--- src/rtl/clkrep_pkg.sv ---
package clkrep_pkg;

    typedef enum logic [1:0] {
        ST_IDLE  = 2'd0,
        ST_SWEEP = 2'd1,
        ST_HOLD  = 2'd2
    } sweep_state_e;

    typedef struct packed {
        logic used;
        logic modified;
    } frame_flags_t;

    function automatic int unsigned ring_next(int unsigned idx, int unsigned n);
        return (idx + 1 >= n) ? 0 : idx + 1;
    endfunction

endpackage

--- src/rtl/frame_use_bits.sv ---
module frame_use_bits
    import clkrep_pkg::*;
#(
    parameter int unsigned NUM_FRAMES = 8,
    parameter int unsigned IDX_W      = 3
) (
    input  logic                  clk,
    input  logic                  rst,
    input  logic                  acc_valid,
    input  logic [IDX_W-1:0]      acc_frame,
    input  logic                  acc_write,
    input  logic                  ref_clear,
    input  logic                  hand_clr,
    input  logic [IDX_W-1:0]      hand_idx,
    input  logic                  conf_clr,
    input  logic [IDX_W-1:0]      conf_idx,
    output logic [NUM_FRAMES-1:0] used_vec,
    output logic [NUM_FRAMES-1:0] mod_vec
);

    frame_flags_t flags_q [NUM_FRAMES];
    frame_flags_t flags_d [NUM_FRAMES];

    for (genvar i = 0; i < NUM_FRAMES; i++) begin : g_frame
        logic touch;
        logic wipe_used;
        logic wipe_mod;

        assign touch     = acc_valid && (acc_frame == IDX_W'(i));
        assign wipe_mod  = conf_clr && (conf_idx == IDX_W'(i));
        assign wipe_used = ref_clear || wipe_mod ||
                           (hand_clr && (hand_idx == IDX_W'(i)));

        always_comb begin
            flags_d[i] = flags_q[i];
            if (wipe_used) flags_d[i].used = 1'b0;
            if (wipe_mod)  flags_d[i].modified = 1'b0;
            // an access overrides every clear in the same cycle
            if (touch) flags_d[i].used = 1'b1;
            if (touch && acc_write) flags_d[i].modified = 1'b1;
        end

        always_ff @(posedge clk) begin
            if (rst) flags_q[i] <= '0;
            else     flags_q[i] <= flags_d[i];
        end

        assign used_vec[i] = flags_q[i].used;
        assign mod_vec[i]  = flags_q[i].modified;
    end

    assert_access_sets_used_R2: assert property (@(posedge clk) disable iff (rst)
        acc_valid |=> used_vec[$past(acc_frame)]);

    assert_write_sets_mod_R2: assert property (@(posedge clk) disable iff (rst)
        (acc_valid && acc_write) |=> mod_vec[$past(acc_frame)]);

    assert_clear_wipes_used_R7: assert property (@(posedge clk) disable iff (rst)
        (ref_clear && !acc_valid) |=> (used_vec == '0));

    assert_clear_keeps_mod_R7: assert property (@(posedge clk) disable iff (rst)
        (ref_clear && !conf_clr && !acc_valid) |=> $stable(mod_vec));

    assert_confirm_wipes_R8: assert property (@(posedge clk) disable iff (rst)
        (conf_clr && !(acc_valid && acc_frame == conf_idx))
        |=> (!used_vec[$past(conf_idx)] && !mod_vec[$past(conf_idx)]));

endmodule

--- src/rtl/hand_sweeper.sv ---
module hand_sweeper
    import clkrep_pkg::*;
#(
    parameter int unsigned NUM_FRAMES = 8,
    parameter int unsigned IDX_W      = 3
) (
    input  logic                  clk,
    input  logic                  rst,
    input  logic                  evict_req,
    input  logic                  confirm,
    input  logic [NUM_FRAMES-1:0] used_vec,
    input  logic [NUM_FRAMES-1:0] mod_vec,
    output logic                  hand_clr,
    output logic [IDX_W-1:0]      hand_idx,
    output logic                  conf_clr,
    output logic [IDX_W-1:0]      conf_idx,
    output logic                  evict_done,
    output logic [IDX_W-1:0]      victim_idx,
    output logic                  victim_dirty
);

    sweep_state_e      state_q;
    logic [IDX_W-1:0]  hand_q;
    logic [IDX_W-1:0]  hand_inc;
    logic              cand_used;

    assign hand_inc  = IDX_W'(ring_next(int'(hand_q), NUM_FRAMES));
    assign cand_used = used_vec[hand_q];

    assign hand_idx = hand_q;
    assign hand_clr = (state_q == ST_SWEEP) && cand_used;
    assign conf_clr = (state_q == ST_HOLD) && confirm;
    assign conf_idx = victim_idx;

    always_ff @(posedge clk) begin
        if (rst) begin
            state_q      <= ST_IDLE;
            hand_q       <= '0;
            evict_done   <= 1'b0;
            victim_idx   <= '0;
            victim_dirty <= 1'b0;
        end else begin
            evict_done <= 1'b0;
            unique case (state_q)
                ST_IDLE: begin
                    if (evict_req) state_q <= ST_SWEEP;
                end
                ST_SWEEP: begin
                    hand_q <= hand_inc;
                    if (!cand_used) begin
                        evict_done   <= 1'b1;
                        victim_idx   <= hand_q;
                        victim_dirty <= mod_vec[hand_q];
                        state_q      <= ST_HOLD;
                    end
                end
                ST_HOLD: begin
                    if (confirm) state_q <= ST_IDLE;
                end
                default: state_q <= ST_IDLE;
            endcase
        end
    end

    assert_skip_advances_R3: assert property (@(posedge clk) disable iff (rst)
        (state_q == ST_SWEEP && cand_used)
        |=> (!evict_done && hand_q == IDX_W'(ring_next(int'($past(hand_q)), NUM_FRAMES))));

    assert_hand_past_victim_R5: assert property (@(posedge clk) disable iff (rst)
        evict_done |-> (hand_q == IDX_W'(ring_next(int'(victim_idx), NUM_FRAMES))));

    assert_victim_was_unused_R3: assert property (@(posedge clk) disable iff (rst)
        (state_q == ST_SWEEP && !cand_used) |=> (evict_done && victim_idx == $past(hand_q)));

    assert_done_pulse_R10: assert property (@(posedge clk) disable iff (rst)
        evict_done |=> !evict_done);

    assert_victim_stable_R10: assert property (@(posedge clk) disable iff (rst)
        !evict_done |-> ($stable(victim_idx) && $stable(victim_dirty)));

endmodule

--- src/rtl/clock_victim_sel.sv ---
module clock_victim_sel
    import clkrep_pkg::*;
#(
    parameter int unsigned NUM_FRAMES = 8,
    localparam int unsigned IDX_W = (NUM_FRAMES > 1) ? $clog2(NUM_FRAMES) : 1
) (
    input  logic             clk,
    input  logic             rst,
    input  logic             acc_valid,
    input  logic [IDX_W-1:0] acc_frame,
    input  logic             acc_write,
    input  logic             ref_clear,
    input  logic             evict_req,
    input  logic             confirm,
    output logic             evict_done,
    output logic [IDX_W-1:0] victim_idx,
    output logic             victim_dirty
);

    logic [NUM_FRAMES-1:0] used_vec;
    logic [NUM_FRAMES-1:0] mod_vec;
    logic                  hand_clr;
    logic [IDX_W-1:0]      hand_idx;
    logic                  conf_clr;
    logic [IDX_W-1:0]      conf_idx;

    frame_use_bits #(
        .NUM_FRAMES (NUM_FRAMES),
        .IDX_W      (IDX_W)
    ) u_bits (
        .clk       (clk),
        .rst       (rst),
        .acc_valid (acc_valid),
        .acc_frame (acc_frame),
        .acc_write (acc_write),
        .ref_clear (ref_clear),
        .hand_clr  (hand_clr),
        .hand_idx  (hand_idx),
        .conf_clr  (conf_clr),
        .conf_idx  (conf_idx),
        .used_vec  (used_vec),
        .mod_vec   (mod_vec)
    );

    hand_sweeper #(
        .NUM_FRAMES (NUM_FRAMES),
        .IDX_W      (IDX_W)
    ) u_hand (
        .clk          (clk),
        .rst          (rst),
        .evict_req    (evict_req),
        .confirm      (confirm),
        .used_vec     (used_vec),
        .mod_vec      (mod_vec),
        .hand_clr     (hand_clr),
        .hand_idx     (hand_idx),
        .conf_clr     (conf_clr),
        .conf_idx     (conf_idx),
        .evict_done   (evict_done),
        .victim_idx   (victim_idx),
        .victim_dirty (victim_dirty)
    );

endmodule

--- config.mk ---
export PLATFORM = sky130hd
export DESIGN_NAME = clock_victim_sel
export DESIGN_NICKNAME = d
export VERILOG_FILES = /design/src/rtl/clkrep_pkg.sv /design/src/rtl/frame_use_bits.sv /design/src/rtl/hand_sweeper.sv /design/src/rtl/clock_victim_sel.sv
export SDC_FILE = /design/constraint.sdc
export NUM_CORES = 1
export LEC_CHECK = 0
export ABC_AREA = 1
export BUFFER_PORTS_ARGS = -buffer_cell sky130_fd_sc_hd__buf_2
export CAP_MARGIN = 40
export CORE_MARGIN = 1.5
export CORE_UTILIZATION = 28
export DETAILED_ROUTE_END_ITERATION = 10
export GPL_TIMING_DRIVEN = 0
export PLACE_DENSITY_LB_ADDON = 0.15
export SLEW_MARGIN = 20
export SYNTH_ARGS = -nofsm -noshare
export SYNTH_HDL_FRONTEND = slang
export SYNTH_HIERARCHICAL = 1
export SYNTH_SLANG_ARGS = --single-unit
export TNS_END_PERCENT = 30
--- constraint.sdc ---
create_clock -name clk -period 4.63 [get_ports clk]
set_input_delay 0.6945 -clock clk [delete_from_list [all_inputs] [get_ports clk]]
set_output_delay 0.6945 -clock clk [all_outputs]
set_load 0.01 [all_outputs]
==> impl_metrics.tcl, run 1 <==
set metrics [dict create \
    status "completed" \
    placed_cell_area_um2 1580 \
    max-cap-violations 0 \
    final_max_slew_viol_count 0 \
    ctsHoldBuffers 0 \
    ys_ff_latch 26 \
    crit_arrival_ns 2.04 \
    diodes 0 \
    overflow 0 \
    yosysWarnings 6 \
    grt_max_degree 16 \
    leakagePower_nw 0.686 \
    max_freq_mhz 539 \
    drt_first_pass_iters 4 \
    critical_path.max_fanout 12 \
    worst_path_largest_cell_delay_ns 0.61 \
    netlist.area_leader.share_pct 36.3 \
    ys.flop_type "dfxtp_1" \
    synth.top_cells.by_area "dfxtp_1 36%, nand2_1 18%, nand3_1 9.1%, a21oi_1 7.3%, inv_1 7.3%" \
    synth.most_common_cell "nand2_1" \
    clockBufferDepth 2 \
    ant_nets 0 \
    cp.required_ns 4.81 \
    viasPerCell 4.31 \
    clock-sinks 26 \
    grt_pass1_wl_mm 6.13 \
    min_period_over_period_pct 40.0 \
    root_buffer "clkbuf_8" \
    numCtsBuffers 3 \
    ys_top_cells_by_count "69 x nand2_1, 28 x inv_1, 26 x dfxtp_1, 26 x nand3_1, 26 x nor2_1" \
    cp-start-kind "flop" \
    drc_errors 0 \
    synthXorXnorAreaFrac_pct 0 \
    h-tree-depth 1 \
    rsz0062_at_grt "no" \
    die_h_um 74.6 \
    holdCritPathClass "flop to flop" \
    gp_congestion 0.751 \
    period_needed_ns 1.85 \
    drive_gt1_share_pct 16.7 \
    synth_mux_area_share_pct 0 \
    critPathCaptureType "flop" \
    synth_edf_count 0 \
    wire_per_inst_um 11.6 \
    seqCellArea_um2 520 \
    async_flop_share_pct 0 \
    syn_inst 229 \
    critPathKind "flop to flop" \
    hpwl_mm 2.80 \
    synthAdderAreaFrac_pct 0.872 \
    worst-r2r-setup-slack_ns 2.78 \
    r2r_start "u_hand/hand_idx[1]" \
    finalPower_mw 0.516 \
    cts_resized 0 \
    synth_area_leader_cell "dfxtp_1" \
    die_area_um2 5560 \
    nets 257 \
    worstHoldStart "u_bits/flags_q[1][2]" \
    initial_utilization_pct 29.8 \
    io_buffers 12 \
    synth_compound_area_share_pct 9.15 \
    crit_family "simple AND/OR/NAND/NOR gates" \
    clk_latency_ns 0.28 \
    tightestPinTransition_ns 0.455 \
    hold_violations 0 \
    cellPowerDensity_nw_per_um2 313 \
    core-area_um2 4820 \
    path_clk_slew_ns 0.10 \
    synth_simple_gate_area_share_pct 40.1 \
    vias 1345 \
    grt_antenna_before_repair 0 \
    fp.dieW_um 74.6 \
    synth-seq-area-share_pct 36.3 \
    slew-limit-headroom_pct 69.6 \
    cts_tree "yes" \
    vdd_drop_max_v 0.000168 \
    fillers 583 \
    multiInputGateArea_um2 719 \
    finalSetupViolations 0 \
    row_count 25 \
    ios 15 \
    critPathSlowestCell "dfxtp_1" \
    synth_top_family_by_area "simple AND/OR/NAND/NOR gates" \
    fin_setup_tns_ns 0 \
    fin_hold_ws_ns 0.479 \
    area_growth_pct 15.0 \
    first_global_vias 1280 \
    reg2reg_depth 11 \
    critPathMostFrequentCell "nand2_1" \
    drtIter0Drc 56 \
    crit_chain "inv_2 > nand3_2 > nand3_2 > nand2_1 > nand2_1 > inv_1 > inv_1 > nor2_1 > nand2_1 > nand3_1 > a21oi_1" \
    dp_cells 308 \
    grtUsageTotal_pct 14.9 \
    ys_types 22 \
    holdPathStages 2 \
    post-cts-setup-buffers 0 \
    final_cells 312 \
    finalInstanceArea_um2 1650 \
    min_to "u_bits/flags_q[1][2]" \
    syn_area_per_cell_um2 6.27 \
    worst_clock_skew_ns 0.0109 \
    syn_area_um2 1440 \
    crit_buf_inv 3 \
    syn-num-nets 240 \
    routed_wl_mm 3.62 \
    r2r-end "u_bits/flags_q[0][7]" \
]
registers in the layout (all words and copies together) (netlist names):
register / count
u_hand/conf_idx: 3
u_hand/evict_done: 1
u_bits/flags_q: 16
u_hand/state_q: 2
u_hand/victim_dirty: 1
u_hand/hand_idx: 3
cells in the final DEF, fill, tap and decap left out, types with 2 or more instances in the layout:
cell	Yosys	layout
o21ai_1	2	2
buf_4	3	3
inv_2	8	8
nand2_1	69	69
nor2_1	26	26
clkbuf_8	0	3
buf_2	3	15
nand3_1	26	26
nand3_2	3	3
nor2_2	3	3
a21oi_1	21	21
inv_1	28	28
clkinv_1	2	2
dfxtp_1	26	26
tightest hold or removal path, delay by kind of cell, from the launching register on:
family / cells / cell delay, ns
DFF: 1 / 0.32
and+or+nand+nor: 1 / 0.07
AOI/OAI and AO/OA: 1 / 0.05
through the flow:
stage                     setup WS (ns)  utilization, %
after floorplan                    3.12               -
after CTS                          2.73            34.3
after global placement             2.75            32.8
after global routing               2.53            34.3
final                              2.78            34.3
after detailed placement           2.76            32.8
final cells by class:
class,count,share of cell area [%]
buffer,8,3.18
clock buffer,3,2.50
clock inverter,1,1.82
inverter,38,8.64
multi-input combinational,157,43.6
sequential,26,31.5
tap,67,5.08
timing repair buffer,12,3.64
cell families (layout without fill, tap and decap cells):
family / Yosys count / count (layout)
AND/OR/NAND/NOR: 131 / 131
adder cells (fa/ha/maj): 1 / 1
flip-flops: 26 / 26
AO/OA/AOI/OAI: 25 / 25
buffers and inverters: 46 / 62
power breakdown:
part	leakage (nW)	switching [mW]	internal [mW]
Sequential	0.211	0.0110	0.233
Combinational	0.439	0.0493	0.0272
Clock	0.0357	0.0796	0.116
Total	0.686	0.140	0.376
worst max path at each step:
stage	cells past startpoint	to	from
2_1_floorplan	12	u_bits/flags_q[0][1]	u_hand/hand_idx[0]
3_3_place_gp	11	u_bits/flags_q[0][1]	u_hand/hand_idx[1]
3_5_place_dp	11	u_bits/flags_q[0][1]	u_hand/hand_idx[1]
4_1_cts	11	u_bits/flags_q[0][1]	u_hand/hand_idx[1]
5_1_grt	11	u_bits/flags_q[0][1]	u_hand/hand_idx[1]
6_report	11	u_bits/flags_q[0][7]	u_hand/hand_idx[1]
per-layer routing:
metal  vias up  routed length [µm]  track usage [%]
li1        736                   -                -
met1       583                1840             19.8
met2        24                1610             24.6
met3         2                 138             2.85
met4         0                  29             4.24
met5         -                   0                0
Note: power is estimated with default switching activity, not from simulation.
==> run 2: changes to the inputs <==
==> constraint.sdc (replaced) <==
create_clock -name clk -period 1.8 [get_ports clk]
set_input_delay 0.27 -clock clk [delete_from_list [all_inputs] [get_ports clk]]
set_output_delay 0.27 -clock clk [all_outputs]
set_load 0.01 [all_outputs]
==> run 2 against run 1 <==
Against the previous run: combinational power increased to 2.6 times the previous value; design area grew 1.1%; clock skew up 0.00078 ns; core utilization increased by 0.36 points; critical path type unchanged; largest power group unchanged.
==> impl_metrics.tcl, run 2 (same netlist as run 1, synthesis figures left out) <==
set metrics [dict create \
    r2r-end "u_bits/flags_q[0][7]" \
    diodes 0 \
    combPwrFrac_pct 15.0 \
    nets 257 \
    drtIter0Drc 55 \
    max-cap-violations 0 \
    clk_latency_ns 0.28 \
    io_buffers 12 \
    worst_clock_skew_ns 0.0117 \
    root_buffer "clkbuf_8" \
    layout_setup_ws_ns 0.211 \
    clock-sinks 26 \
    gp_congestion 0.751 \
    layout_commonest_cell "nand2_1" \
    h-tree-depth 1 \
    preCtsSetupSlack_ns -0.0674 \
    numCtsBuffers 3 \
    finalSetupViolations 0 \
    critical_path.max_fanout 10 \
    r2r_start "u_hand/hand_idx[0]" \
    initial_utilization_pct 29.8 \
    cts_resized 2 \
    grt_pass1_wl_mm 6.13 \
    cp.required_ns 1.98 \
    ios 15 \
    core-area_um2 4820 \
    post-cts-setup-buffers 0 \
    final_max_slew_viol_count 0 \
    fp.dieW_um 74.6 \
    power_frac_clock_pct 37.7 \
    rsz0062_at_grt "no" \
    worst-r2r-setup-slack_ns 0.21 \
    seqCellArea_um2 528 \
    area_growth_pct 16.2 \
    path_clk_slew_ns 0.10 \
    drc_errors 0 \
    cp-start-kind "flop" \
    largest_reg_flops 16 \
    drive_gt1_share_pct 18.0 \
    routed_wl_mm 3.64 \
    startpoint "u_hand/hand_idx[0]" \
    critPathKind "flop to flop" \
    status "completed" \
    overflow 0 \
    endpoint "u_bits/flags_q[0][7]" \
    cts_tree "yes" \
    tightestPinTransition_ns 0.404 \
    first_global_vias 1280 \
    wire_per_inst_um 11.7 \
    final_cells 312 \
    clockBufferDepth 2 \
    final_cell_mix "69 x nand2_1, 28 x inv_1, 26 x nand3_1" \
    max_freq_mhz 629 \
    vias 1352 \
    finalInstanceArea_um2 1670 \
    ant_nets 0 \
    p_seq_share_pct 47.3 \
    viasPerCell 4.33 \
    placed_cell_area_um2 1580 \
    min_period_over_period_pct 88.3 \
    p_int_mw 0.968 \
    grtUsageTotal_pct 14.9 \
    die_area_um2 5560 \
    row_count 25 \
    crit_arrival_ns 1.77 \
    drt_first_pass_iters 4 \
    power.net_switching_mw 0.360 \
    slew-limit-headroom_pct 73.1 \
    ctsHoldBuffers 0 \
    finalPower_mw 1.33 \
    grt_antenna_before_repair 0 \
    grt_max_degree 16 \
    hold_violations 0 \
    critPathCaptureType "flop" \
    largest_register "u_bits/flags_q" \
    period_needed_ns 1.59 \
    holdCritPathClass "input pin to flop" \
    fillers 584 \
    switching_share_pct 27.1 \
    hpwl_mm 2.80 \
    leakagePower_nw 0.688 \
    reg2reg_depth 12 \
    die_h_um 74.6 \
    dp_cells 308 \
    cellPowerDensity_nw_per_um2 797 \
    multiInputGateArea_um2 727 \
    vdd_drop_max_v 0.000432 \
]
## run 2: stage by stage
step / util [%] / setup TNS [ns] / hold WS (ns)
6_report: 34.6 / 0 / 0.239
5_1_grt: 34.6 / 0 / 0.243
4_1_cts: 34.3 / 0 / 0.231
3_5_place_dp: 32.8 / -0.182 / 0.465
3_3_place_gp: 32.8 / -0.227 / 0.454
2_1_floorplan: - / 0 / 0.332
## run 2: final cells by class
| cell class | instances | area share, % |
|---|---|---|
| multi-input combinational | 157 | 43.6 |
| sequential | 26 | 31.7 |
| inverter | 38 | 8.70 |
| tap | 67 | 5.03 |
| timing repair buffer | 12 | 3.60 |
| buffer | 8 | 3.15 |
| clock buffer | 3 | 2.48 |
| clock inverter | 1 | 1.80 |
## run 2: worst max-delay path: stages (launching register included)
cell and delay, ns:
dfxtp_4 0.41, buf_6 0.15, nand2_1 0.05, nand3_1 0.11, nand3_2 0.11, nand2_1 0.09
nand2_1 0.07, inv_1 0.09, inv_1 0.06, nor2_4 0.11, nand2_1 0.08, nand3_1 0.09
a21oi_1 0.06
## run 2: worst min path at each step
stage                                    start                    to  slack, ns  cells after the start
final                                evict_req     u_hand/state_q[0]       0.24                      3
after floorplan                            rst    u_hand/conf_idx[2]       0.33                      1
after global routing                       rst    u_hand/conf_idx[2]       0.24                      2
after CTS                            evict_req     u_hand/state_q[0]       0.23                      3
after global placement    u_bits/flags_q[1][2]  u_bits/flags_q[1][2]       0.45                      2
after detailed placement  u_bits/flags_q[1][2]  u_bits/flags_q[1][2]       0.46                      2
## run 2: power groups by stage
| stage | Sequential [mW] | Clock [mW] | Combinational (mW) |
|---|---|---|---|
| after floorplan | 0.635 | 0 | 0.142 |
| after global placement | 0.642 | 0 | 0.196 |
| after detailed placement | 0.642 | 0 | 0.197 |
| after CTS | 0.630 | 0.520 | 0.198 |
| after global routing | 0.634 | 0.538 | 0.228 |
| final | 0.629 | 0.501 | 0.199 |
## run 2: per-layer routing
layer / track usage (%) / vias up / part of all wire [%]
li1: - / 735 / -
met1: 19.8 / 591 / 51
met2: 24.6 / 24 / 44
met3: 2.85 / 2 / 3.5
met4: 4.24 / 0 / 0.80
met5: 0 / - / 0
==> run 3: changes to the inputs <==
--- a/config.mk
+++ b/config.mk
@@ -13,9 +13,9 @@
 export DETAILED_ROUTE_END_ITERATION = 10
 export GPL_TIMING_DRIVEN = 0
 export PLACE_DENSITY_LB_ADDON = 0.15
+export SKIP_CTS_REPAIR_TIMING = 1
 export SLEW_MARGIN = 20
 export SYNTH_ARGS = -nofsm -noshare
 export SYNTH_HDL_FRONTEND = slang
-export SYNTH_HIERARCHICAL = 1
 export SYNTH_SLANG_ARGS = --single-unit
 export TNS_END_PERCENT = 30
==> run 3 against run 2 <==
Against the previous run: combinational power up 28%; via count increased by 1.3%; largest power group unchanged; first-iteration DRC count increased by 18%; hold slack worse by 0.0034 ns; clock skew is 0.0081 ns lower.
==> impl_metrics.tcl, run 3 <==
set metrics [dict create \
    switching_share_pct 28.9 \
    grtUsageTotal_pct 15.1 \
    tightestPinTransition_ns 0.551 \
    fin_setup_tns_ns 0 \
    overflow 0 \
    synth.most_common_cell "nand2_1" \
    fillers 601 \
    worst-r2r-setup-slack_ns 0.30 \
    critPathCaptureType "flop" \
    final_cell_mix "52 x nand2_1, 26 x dfxtp_1, 24 x inv_1" \
    critPathKind "flop to flop" \
    synthXorXnorAreaFrac_pct 0 \
    die_h_um 76.7 \
    grt_pass1_wl_mm 6.98 \
    first_global_vias 1418 \
    syn_area_per_cell_um2 7.11 \
    drive_gt1_share_pct 16.5 \
    finalPower_mw 1.38 \
    die_area_um2 5890 \
    combPwrFrac_pct 18.4 \
    cp-start-kind "flop" \
    final_max_slew_viol_count 0 \
    synth_compound_area_share_pct 11.5 \
    fp.dieW_um 76.7 \
    root_buffer "clkbuf_8" \
    async_flop_share_pct 0 \
    r2r_start "u_hand.hand_idx[1]" \
    period_needed_ns 1.50 \
    crit_chain "inv_2 > nand3_2 > nand2_4 > nand2_8 > nand4_1 > nand2_1 > a21oi_1" \
    largest_register "u_bits.flags_q" \
    synth-seq-area-share_pct 34.2 \
    slew-limit-headroom_pct 63.3 \
    cp.required_ns 1.95 \
    worst_clock_skew_ns 0.00358 \
    ys_top_cells_by_count "52 x nand2_1, 26 x dfxtp_1, 24 x inv_1" \
    status "completed" \
    critical_path.max_fanout 10 \
    synthAdderAreaFrac_pct 4.93 \
    clockBufferDepth 2 \
    min_period_over_period_pct 83.5 \
    io_buffers 13 \
    finalSetupViolations 0 \
    worstHoldStart "evict_req" \
    seqCellArea_um2 520 \
    synth_area_leader_cell "dfxtp_1" \
    cellPowerDensity_nw_per_um2 793 \
    critPathSlowestCell "dfxtp_1" \
    synth.top_cells.by_area "dfxtp_1 34%, nand2_1 13%, a21oi_1 6.9%, inv_1 5.9%, nor2_1 5.4%" \
    vias 1369 \
    leakagePower_nw 0.719 \
    drtIter0Drc 65 \
    syn_area_um2 1520 \
    netlist.area_leader.share_pct 34.2 \
    reg2reg_depth 7 \
    grt_max_degree 16 \
    synth_mux_area_share_pct 0 \
    largest_reg_flops 16 \
    h-tree-depth 1 \
    synth_edf_count 0 \
    holdCritPathClass "input pin to flop" \
    drc_errors 0 \
    p_int_mw 0.984 \
    row_count 26 \
    ios 15 \
    power.net_switching_mw 0.401 \
    max-cap-violations 0 \
    syn_inst 214 \
    yosysWarnings 0 \
    drt_first_pass_iters 4 \
    ys_ff_latch 26 \
    min_to "u_hand.state_q[0]" \
    wire_per_inst_um 13.5 \
    crit_family "flip-flops" \
    post-route-util_pct 33.7 \
    clk_latency_ns 0.28 \
    cts_tree "yes" \
    gp_congestion 0.768 \
    clock-sinks 26 \
    fin_hold_ws_ns 0.236 \
    layout_commonest_cell "nand2_1" \
    synth_simple_gate_area_share_pct 40.4 \
    multiInputGateArea_um2 865 \
    r2r-end "u_bits.flags_q[1][7]" \
    hold_violations 0 \
    initial_utilization_pct 29.4 \
    routed_wl_mm 4.05 \
    worst_path_largest_cell_delay_ns 0.59 \
    hpwl_mm 3.04 \
    crit_arrival_ns 1.65 \
    ys_types 27 \
    path_clk_slew_ns 0.10 \
    area_growth_pct 14.7 \
    max_freq_mhz 666 \
    core-area_um2 5170 \
    nets 248 \
    crit_buf_inv 1 \
    viasPerCell 4.55 \
    grt_antenna_before_repair 0 \
    synth_top_family_by_area "simple AND/OR/NAND/NOR gates" \
    ys.flop_type "dfxtp_1" \
    startpoint "u_hand.hand_idx[1]" \
    syn-num-nets 230 \
    numCtsBuffers 3 \
    rsz0062_at_grt "no" \
    diodes 0 \
    ant_nets 0 \
    holdPathStages 3 \
    p_seq_share_pct 44.9 \
    power_frac_clock_pct 36.7 \
    vdd_drop_max_v 0.000431 \
]
-- run 3: changes by cell type after synthesis, moves of 5 or more --
cell	change
inv_2	-7
nand2_1	-17
nand4_1	+8
nand3_1	-12
o21ai_0	+5
and3_1	+5
ha_1	+5
-- run 3: layout make-up --
cell class	instances	share of cell area (%)
clock inverter	1	1.72
sequential	26	29.8
tap	70	5.02
multi-input combinational	156	49.5
buffer	7	2.44
inverter	25	5.38
clock buffer	3	2.37
timing repair buffer	13	3.73
-- run 3: worst register-to-register path: stages, from the launching register on --
cell     delay [ns]
dfxtp_1        0.59
inv_2          0.18
nand3_2        0.14
nand2_4        0.07
nand2_8        0.11
nand4_1        0.15
nand2_1        0.09
a21oi_1        0.06
-- run 3: cells by family after synthesis --
| kind of cell | after synthesis |
|---|---|
| and+or+nand+nor | 118 |
| AOI/OAI and AO/OA | 32 |
| DFF | 26 |
| buffers and inverters | 32 |
| adders and majority gates | 6 |
-- run 3: through the flow --
step / std cells / instance area, µm² / setup slack [ns]
floorplan: 214 / 1520 / 0.566
global placement: 297 / 1670 / 0.227
detailed placement: 297 / 1670 / 0.265
CTS: 301 / 1750 / 0.261
global route: 301 / 1750 / 0.180
finish: 301 / 1750 / 0.298
-- run 3: power by group through the flow --
| stage | Clock, mW | Sequential, mW | Combinational [mW] |
|---|---|---|---|
| floorplan | 0 | 0.630 | 0.188 |
| global placement | 0 | 0.636 | 0.258 |
| detailed placement | 0 | 0.635 | 0.256 |
| CTS | 0.524 | 0.622 | 0.257 |
| global route | 0.544 | 0.627 | 0.286 |
| finish | 0.508 | 0.621 | 0.255 |
-- run 3: per-layer routing --
metal  up-vias  GRT usage, %  wire length [µm]  part of all wire, %
met5         -             0                 0                    0
met4         0          5.00                33                 0.82
met3         2          1.79               112                  2.8
met2        10          24.4              1870                   46
met1       626          20.7              2040                   50
li1        731             -                 -                    -
-- run 3: worst max-delay path by stage --
| stage | cells past startpoint | to | slack (ns) |
|---|---|---|---|
| finish | 7 | u_bits.flags_q[1][7] | 0.30 |
| global route | 7 | u_bits.flags_q[1][7] | 0.18 |
| CTS | 7 | u_bits.flags_q[1][7] | 0.26 |
| detailed placement | 7 | u_bits.flags_q[1][7] | 0.27 |
| global placement | 7 | u_bits.flags_q[1][7] | 0.23 |
| floorplan | 10 | u_hand.conf_idx[2] | 0.57 |
